### config.mk
export PLATFORM = sky130hd
export DESIGN_NAME = tkc_dir_arb
export DESIGN_NICKNAME = d
export VERILOG_FILES = /design/src/rtl/tkc_pkg.sv /design/src/rtl/tkc_rst_sync.sv /design/src/rtl/tkc_src_reg.sv /design/src/rtl/tkc_quad_steer.sv /design/src/rtl/tkc_dir_arb.sv
export SDC_FILE = /design/constraint.sdc
export NUM_CORES = 1
export LEC_CHECK = 0
export BUFFER_PORTS_ARGS = -buffer_cell sky130_fd_sc_hd__buf_2
export CORE_MARGIN = 3
export CORE_UTILIZATION = 41
export DETAILED_ROUTE_END_ITERATION = 16
export PLACE_DENSITY = 0.73
export SYNTH_ARGS = -nofsm -noshare
export SYNTH_HDL_FRONTEND = slang
export SYNTH_HIERARCHICAL = 1
export SYNTH_SLANG_ARGS = --single-unit
### constraint.sdc
create_clock -name clk -period 0.9 [get_ports clk]
set_input_delay 0.045 -clock clk [delete_from_list [all_inputs] [get_ports clk]]
set_output_delay 0.045 -clock clk [all_outputs]
set_load 0.005 [all_outputs]
### src/rtl/tkc_pkg.sv
package tkc_pkg;
  localparam int TKC_SRC_W = 2;
  typedef logic [TKC_SRC_W-1:0] tkc_src_t;
  // idle pair {bus_oe_n, ram_oe}
  localparam tkc_src_t TKC_SRC_SIM  = 2'b00;
  localparam tkc_src_t TKC_SRC_BAD  = 2'b01;
  localparam tkc_src_t TKC_SRC_NONE = 2'b10;
  localparam tkc_src_t TKC_SRC_RAM  = 2'b11;
  localparam tkc_src_t TKC_SRC_RST  = TKC_SRC_NONE;
endpackage

### src/rtl/tkc_rst_sync.sv
module tkc_rst_sync #(
  parameter int STAGES = 2
) (
  input  logic clk,
  input  logic rst_n,
  output logic rst_q_n
);
  logic [STAGES-1:0] sync_q;
  logic [STAGES-1:0] sync_nxt;

  always_comb begin
    sync_nxt = {sync_q[STAGES-2:0], 1'b1};
  end

  always_ff @(posedge clk or negedge rst_n) begin
    if (!rst_n) sync_q <= '0;
    else        sync_q <= sync_nxt;
  end

  assign rst_q_n = sync_q[STAGES-1];
endmodule

### src/rtl/tkc_src_reg.sv
module tkc_src_reg
  import tkc_pkg::*;
#(
  parameter int          AW  = 8,
  parameter logic [AW-1:0] OFS = 8'h18
) (
  input  logic          clk,
  input  logic          rst_q_n,
  input  logic          reg_we,
  input  logic [AW-1:0] reg_addr,
  input  tkc_src_t      reg_wdata,
  output tkc_src_t      reg_rdata,
  output tkc_src_t      src_q
);
  logic     hit;
  logic     upd_en;
  tkc_src_t src_nxt;

  always_comb begin
    hit     = (reg_addr == OFS);
    upd_en  = reg_we & hit;
    src_nxt = reg_wdata;
  end

  always_ff @(posedge clk or negedge rst_q_n) begin
    if (!rst_q_n)    src_q <= TKC_SRC_RST;
    else if (upd_en) src_q <= src_nxt;
  end

  assign reg_rdata = hit ? src_q : '0;
endmodule

### src/rtl/tkc_quad_steer.sv
module tkc_quad_steer
  import tkc_pkg::*;
(
  input  logic     clk,
  input  logic     rst_q_n,
  input  logic     rd_wait,
  input  logic     wr_wait,
  input  logic     ram_acc_n,
  input  logic     sel_bit,
  input  tkc_src_t src,
  output logic     bus_oe_n,
  output logic     ram_oe
);
  logic     acc;
  logic     rd_hit;
  logic     wr_hit;
  logic     rd_gate;
  logic     wr_gate;
  tkc_src_t lane_nxt;
  tkc_src_t lane_q;

  always_comb begin
    acc     = ~ram_acc_n & sel_bit;
    rd_hit  = acc & rd_wait;
    wr_hit  = acc & wr_wait & ~rd_wait;
    rd_gate = ~wr_hit;  // idles high, low only on write
    wr_gate = rd_hit;   // idles low, high only on read
  end

  // lane 1 = bus_oe_n, lane 0 = ram_oe
  for (genvar l = 0; l < TKC_SRC_W; l++) begin : g_lane
    always_comb begin
      lane_nxt[l] = src[l] ? rd_gate : wr_gate;
    end
  end

  always_ff @(posedge clk or negedge rst_q_n) begin
    if (!rst_q_n) lane_q <= TKC_SRC_RST;
    else          lane_q <= lane_nxt;
  end

  assign bus_oe_n = lane_q[1];
  assign ram_oe   = lane_q[0];
endmodule

### src/rtl/tkc_dir_arb.sv
module tkc_dir_arb
  import tkc_pkg::*;
#(
  parameter int            NQ  = 4,
  parameter int            AW  = 8,
  parameter logic [AW-1:0] OFS = 8'h18
) (
  input  logic          clk,
  input  logic          rst_n,
  input  logic          rd_wait,
  input  logic          wr_wait,
  input  logic          ram_acc_n,
  input  logic [NQ-1:0] ram_sel,
  input  logic          reg_we,
  input  logic [AW-1:0] reg_addr,
  input  logic [1:0]    reg_wdata,
  output logic [1:0]    reg_rdata,
  output logic [NQ-1:0] bus_oe_n,
  output logic [NQ-1:0] ram_oe
);
  logic     rst_q_n;
  tkc_src_t src_q;

  tkc_rst_sync #(.STAGES(2)) u_rst (
    .clk     (clk),
    .rst_n   (rst_n),
    .rst_q_n (rst_q_n)
  );

  tkc_src_reg #(.AW(AW), .OFS(OFS)) u_src (
    .clk       (clk),
    .rst_q_n   (rst_q_n),
    .reg_we    (reg_we),
    .reg_addr  (reg_addr),
    .reg_wdata (reg_wdata),
    .reg_rdata (reg_rdata),
    .src_q     (src_q)
  );

  for (genvar q = 0; q < NQ; q++) begin : g_quad
    tkc_quad_steer u_steer (
      .clk       (clk),
      .rst_q_n   (rst_q_n),
      .rd_wait   (rd_wait),
      .wr_wait   (wr_wait),
      .ram_acc_n (ram_acc_n),
      .sel_bit   (ram_sel[q]),
      .src       (src_q),
      .bus_oe_n  (bus_oe_n[q]),
      .ram_oe    (ram_oe[q])
    );
  end
endmodule

==> summary.txt, run 1 <==
Synthesis
  • Synth Area in Simple Gates: a little over a fifth
  • Mean Syn Cell Area: around 12 um2
  • XOR/XNOR Fraction of Synth Area: 0%
  • Yosys reg bits: 12
  • Post-Syn Area: between 500 and 600 um2
  • Main combinational cell family by area after synthesis: simple AND/OR/NAND/NOR gates
  • Adder-Cell Fraction of Synth Area: 0%
  • Post-synthesis sequential area ratio: 57.4%
  • Compound-Gate Fraction of Synth Area: roughly 10%
  • Synth cell types: 15
  • Post-synthesis mux area share: under 10%
  • Gate count after technology mapping: 46
  • Warnings, synthesis: 6
  • Mapped Nets: 66

Die
  • Initial core utilization: between 40% and 50%
  • Total core area: about 1200 um2
  • Standard-cell rows: 12
  • I/O pins: 30
  • Die Wd: about 42 um
  • DIE HEIGHT: between 40 and 50 um
  • Die area: roughly 1800 um2

Final layout
  • Nets: between 100 and 150
  • Area grow syn2layout: 45.4%
  • Layout fillers: 100
  • Post-layout util: 66.3%
  • Ant. Diodes: 0
  • FF/Latch Area: slightly above 300 um2
  • Layout cell share with drive strength beyond 1: about 57%
  • Multi-input gate area: approximately 210 um2
  • Final Cell Area: about 780 um2

CTS
  • Clock-pin transition on the worst setup and hold timing paths: ~0.060 ns
  • CTS H-tree depth: 1
  • Sink Count: 12
  • CTS tree: done
  • Cts bufs inserted: 3
  • Clk_lat worst skew: between 0.2 and 0.3 ns
  • Root Driver: clkbuf_4
  • Clock Path Buffers: 2

Placed design
  • Buffers on Ports: 29
  • Post-place setup slack: -0.113 ns
  • DP HPWL: around 770 um
  • Placement Cell Area: 697 um2
  • Routability Congestion: 0.762

Power
  • Pleak: approximately 0.00040 uW
  • Pwr per Cell Area: around 1400 nW/um2
  • Max IR drop VDD: about 0.86 mV

Drt
  • Drt drc: 0
  • Antenna Nets Post-Route: 0
  • Drt total wl: roughly 1000 um
  • Drt wl/cell: 10.6 um
  • Pre-antenna DRT Iters: 3
  • Via count: 433
  • Drt first-iter violations: 5
  • Vias/cell: about 4.5

Hold path
  • Critical hold path startpoint: reg_wdata[0]
  • Worst min path class: in -> reg

Timing
  • Hold Slack: around 0.014 ns
  • Setup ws final: -0.148 ns
  • Final worst-path cycle share: 116%
  • TNS Setup: -0.262 ns
  • Final hold vios: 0
  • Clk_skew: ~0.0023 ns
  • Maximum clock rate: 0.954 GHz
  • Final Critical Period: between 1 and 1.5 ns
  • Pins Over Slew Limit: 0
  • Setup-failing EPs final: 6
  • RSZ-0062 raised after global routing: yes

Global route
  • Overflow after GRT: 0
  • First-pass GRT wire length: 1510 um
  • Pin count of the biggest net entering global routing: 11
  • Tot GR Track Use: between 10% and 20%
  • Antenna violations before repair: 0
  • Number of global-route vias before repair: 379

Critical path
  • CP peak stage delay: 0.53 ns
  • FF-to-FF setup slack: around 0.010 ns
  • CP startpoint: u_src/src_q[1]$_DFFE_PN1P_
  • Nature of the critical path endpoint: output pin
  • Worst EP required: 0.85 ns
  • Worst Path Arrival: 1.00 ns
  • Worst Path Max Fanout: 2
  • Highest-delay cell along the critical path: dfstp_2
  • Startpoint Class: flop
  • Reg-to-reg startpoint: u_src/src_q[1]$_DFFE_PN1P_
  • Critical path class: reg -> out
  • Crit-path cells: and2_1, buf_2

Outcome
  • Failing checks: setup timing
  • Outcome: finished with violations

Job
  • Max-cap violations: 0
synth_stat cells, drive strengths merged:
cell type	instances	share of area (%)
and2	2	2.3
dfstp	5	25
mux2	2	4.2
and3b	4	6.6
o21ai	8	10
nor2	1	0.70
nor4b	1	2.8
nor2b	1	1.2
dfrtp	7	33
nand4	1	1.2
nand3b	4	5.6
and3	1	1.4
conb	1	0.70
inv	8	5.6
layout make-up:
type,instances,area share (%)
Inverter,8,3.86
Sequential cell,12,39.5
Multi-Input combinational cell,26,27.1
Tap cell,14,2.25
Clock buffer,4,3.38
Timing Repair Buffer,32,24.0
layout by cell type (no fill, tap or decap):
master         synthesis  routed
nor2_1                 1       1
clkbuf_1               0       1
nand4_1                1       1
and3_4                 0       1
and3b_1                4       4
buf_4                  0       1
nor4b_4                0       1
nand3b_1               4       4
conb_1                 1       1
buf_6                  0       3
dlygate4sd3_1          0       1
and2_1                 2       2
dfrtp_1                7       7
inv_1                  8       8
clkbuf_4               0       3
mux2_2                 2       2
buf_2                  0      27
dfstp_2                5       5
nor2b_1                1       1
o21ai_1                4       4
o21ai_2                4       4
per-layer routing:
layer | share of wire, % | global-route usage (%)
met5 | 0 | 0
met4 | 0.79 | 7.45
met3 | 8.5 | 3.86
met2 | 52 | 19.8
met1 | 38 | 12.4
flip-flops by register name (all words and copies together), names as in the netlist:
| name | cells |
|---|---|
| u_src/src_q | 2 |
| g_quad.u_steer/lane_q | 8 |
| u_rst/sync_q | 2 |
what timing repair did:
| action | 4_1_cts | 5_1_grt |
|---|---|---|
| pin swaps | 0 | 5 |
| hold buffers | 1 | 0 |
| resized for setup | 1 | 4 |
| setup buffers | 2 | 0 |
| endpoints found under the hold margin | 2 | 0 |
| endpoints found under the setup margin | 6 | 11 |
cells by family (layout without fill, tap and decap cells):
logic type,Yosys count,count (layout)
flops,12,12
compound gates,8,8
mux,2,2
other cells,1,1
buf+inv,8,44
simple gates,15,15
critical path, delay by kind of cell, from the launching register on:
kind,cells,cell delay [ns]
buffers and inverters,1,0.10
flip-flops,1,0.53
AND/OR/NAND/NOR,1,0.11
power by group:
part | switching [uW] | internal (uW)
Combinational | 67.8 | 94.3
Sequential | 17.0 | 584
Clock | 153 | 171
Total | 238 | 850
path summary, 6_finish.rpt:
check                                                              to  cells after the start
worst min register to register  g_quad[2].u_steer/lane_q[0]$_DFF_PN0_                      0
worst max register to register  g_quad[1].u_steer/lane_q[1]$_DFF_PN1_                      3
worst max-delay path                                     reg_rdata[1]                      2
min in group asynchronous                   u_rst/sync_q[0]$_DFF_PN0_                      2
worst min-delay path                       u_src/src_q[0]$_DFFE_PN0P_                      2
max in group asynchronous                  u_src/src_q[1]$_DFFE_PN1P_                      0
through the flow:
step	power, uW	std cells
floorplan	667	46
global placement	745	89
detailed placement	749	89
CTS	1100	96
global route	1160	96
finish	1090	96
No activity file was read; power rests on OpenSTA's default activity.
==> run 2, diff against run 1 <==
--- a/config.mk
+++ b/config.mk
@@ -10,6 +10,7 @@
 export CORE_UTILIZATION = 41
 export DETAILED_ROUTE_END_ITERATION = 16
 export PLACE_DENSITY = 0.73
+export SETUP_SLACK_MARGIN = 0.2
 export SYNTH_ARGS = -nofsm -noshare
 export SYNTH_HDL_FRONTEND = slang
 export SYNTH_HIERARCHICAL = 1
==> summary.txt, run 2 (synthesized netlist as in run 1, its figures left out) <==
CTS
  • CTS H-tree depth: 1 (unchanged)
  • Clock-pin transition on the worst setup and hold timing paths: 0.07 ns (was 0.06 ns)
  • CTS tree: done (unchanged)
  • Clk_lat worst skew: 0.27 ns (was 0.26 ns)
  • Clock Path Buffers: 2 (unchanged)
  • Sink Count: 12 (unchanged)
  • Cts bufs inserted: 3 (unchanged)
  • Root Driver: clkbuf_4 (unchanged)

Final layout
  • Layout fillers: 90 (was 100)
  • Non-Filler Instances: 101 (was 96)
  • Register with the most flip-flops: g_quad.u_steer/lane_q (unchanged)
  • Post-layout util: 70.9% (was 66.3%)
  • Biggest regs: g_quad.u_steer/lane_q x8, u_rst/sync_q x2, u_src/src_q x2 (unchanged)
  • Multi-input gate area: 208 um2 (was 210 um2)
  • Layout cell share with drive strength beyond 1: 65.5% (was 57.3%)
  • Area grow syn2layout: 55.5% (was 45.4%)
  • Most frequent cells in the layout: buf_2 (27), buf_6 (8), dfrtp_1 (7) (was buf_2 (27), inv_1 (8), dfrtp_1 (7))
  • Nets: 108 (was 103)
  • FF/Latch Area: 307 um2 (unchanged)
  • Ant. Diodes: 0 (unchanged)
  • Max FFs per register: 8 (unchanged)
  • Most common cell after layout, fill and taps aside: buf_2 (unchanged)

Drt
  • Antenna Nets Post-Route: 0 (unchanged)
  • Max layer used: met4 (unchanged)
  • Metal3 WL: 63 um (was 86 um)
  • Pre-antenna DRT Iters: 2 (was 3)
  • Drt drc: 0 (unchanged)
  • Drt total wl: 1310 um (was 1020 um)
  • Drt wl/cell: 13.0 um (was 10.6 um)
  • Vias/cell: 4.69 (was 4.51)
  • Via count: 474 (was 433)
  • Drt first-iter violations: 5 (unchanged)
  • Met1 WL: 470 um (was 389 um)
  • Met2 routed wirelength: 759 um (was 531 um)

Die
  • Initial core utilization: 45.6% (unchanged)
  • Total core area: 1170 um2 (unchanged)
  • Standard-cell rows: 12 (unchanged)
  • DIE HEIGHT: 42.1 um (unchanged)
  • Die area: 1770 um2 (unchanged)
  • Die Wd: 42.1 um (unchanged)
  • I/O pins: 30 (unchanged)

Job
  • Max-cap violations: 0 (unchanged)

Timing
  • Setup-failing EPs final: 11 (was 6)
  • Maximum clock rate: 0.906 GHz (was 0.954 GHz)
  • Setup ws final: -0.204 ns (was -0.148 ns)
  • Final worst-path cycle share: 123% (was 116%)
  • RSZ-0062 raised after global routing: yes (unchanged)
  • Pins Over Slew Limit: 0 (unchanged)
  • Clk_skew: 0.00413 ns (was 0.00229 ns)
  • TNS Setup: -0.769 ns (was -0.262 ns)
  • Hold Slack: 0.0120 ns (was 0.0144 ns)
  • Final Critical Period: 1.10 ns (was 1.05 ns)
  • Final hold vios: 0 (unchanged)

Placed design
  • Buffers on Ports: 29 (unchanged)
  • DP HPWL: 880 um (was 767 um)
  • Post-place setup slack: -0.148 ns (was -0.113 ns)
  • # placed instances: 89 (unchanged)
  • Routability Congestion: 0.701 (was 0.762)

Critical path
  • Critical path class: reg -> out (unchanged)
  • Nature of the critical path endpoint: output pin (unchanged)
  • Worst Path Arrival: 1.06 ns (was 1.00 ns)
  • Startpoint Class: flop (unchanged)
  • Crit-path cells: and2_4, buf_6 (was and2_1, buf_2)
  • Worst Path Max Fanout: 2 (unchanged)
  • CP peak stage delay: 0.56 ns (was 0.53 ns)
  • Highest-delay cell along the critical path: dfstp_2 (unchanged)
  • Worst EP required: 0.85 ns (about the same)

Global route
  • First-pass GRT wire length: 1960 um (was 1510 um)
  • Tot GR Track Use: 15.1% (was 11.7%)
  • Antenna violations before repair: 0 (unchanged)
  • Pin count of the biggest net entering global routing: 11 (unchanged)
  • Overflow after GRT: 0 (unchanged)
  • Number of global-route vias before repair: 440 (was 379)

Outcome
  • Outcome: finished with violations (unchanged)
  • Failing checks: setup timing (unchanged)

Power
  • Max IR drop VDD: 0.775 mV (was 0.862 mV)
  • Pwr per Cell Area: 1350 nW/um2 (was 1400 nW/um2)
  • Pleak: 0.000438 uW (was 0.000403 uW)

Hold path
  • Worst min path class: in -> reg (unchanged)
[run 2: cell types whose count changed in the layout (fill, tap and decap cells not counted), sizes merged]
cell,change
buf,+5
[run 2: report_power, final]
| group | leakage (uW) | internal [uW] | total, uW | switching (uW) |
|---|---|---|---|---|
| registers | 0.000142 | 584 | 603 | 18.9 |
| clock network | 0.0000150 | 172 | 333 | 161 |
| logic | 0.000281 | 110 | 185 | 74.9 |
| total | 0.000438 | 866 | 1120 | 255 |
[run 2: path summary, 6_finish.rpt]
kind	slack, ns	end	depth (start not counted)	from
max	-0.20	reg_rdata[1]	2	u_src/src_q[1]$_DFFE_PN1P_
max in group asynchronous	0.43	g_quad[1].u_steer/lane_q[1]$_DFF_PN1_	0	u_rst/sync_q[1]$_DFF_PN0_
min	0.01	u_src/src_q[0]$_DFFE_PN0P_	2	reg_wdata[0]
max reg2reg	-0.10	g_quad[2].u_steer/lane_q[1]$_DFF_PN1_	4	u_src/src_q[1]$_DFFE_PN1P_
min in group asynchronous	0.09	u_rst/sync_q[0]$_DFF_PN0_	2	rst_n
min reg2reg	0.16	g_quad[3].u_steer/lane_q[0]$_DFF_PN0_	0	u_rst/sync_q[1]$_DFF_PN0_
[run 2: critical path, delay by kind of cell (launching register included)]
kind,cells,cell delay (ns)
flip-flops,1,0.56
AND/OR/NAND/NOR,1,0.14
buffers and inverters,1,0.09
[run 2: final cells by class]
class	instances	share of cell area [%]
flip-flops and latches	12	36.9
repair buffers	37	29.2
multi-input cells	26	25.0
inverters	8	3.61
well taps	14	2.11
clock buffers	4	3.16
[run 2: through the flow]
step / cell area, um2 / power [uW]
after floorplan: 534 / 666
after global placement: 697 / 746
after detailed placement: 697 / 751
after CTS: 798 / 1120
after global routing: 831 / 1180
final: 831 / 1120
[run 2: what timing repair did]
| item | in CTS | in global routing |
|---|---|---|
| endpoints found under the setup margin | 20 | 20 |
| endpoints found under the hold margin | 3 | 0 |
| gates resized for setup | 11 | 4 |
| pin swaps | 2 | 4 |
| hold buffers | 1 | 0 |
| buffers inserted | 5 | 2 |
| gates cloned | 0 | 0 |
[run 2: layer usage]
layer | GRT usage [%] | vias to the layer above
li1 | - | 234
met1 | 14.6 | 225
met4 | 7.45 | 0
met5 | 0 | -
met2 | 27.5 | 13
met3 | 6.01 | 2
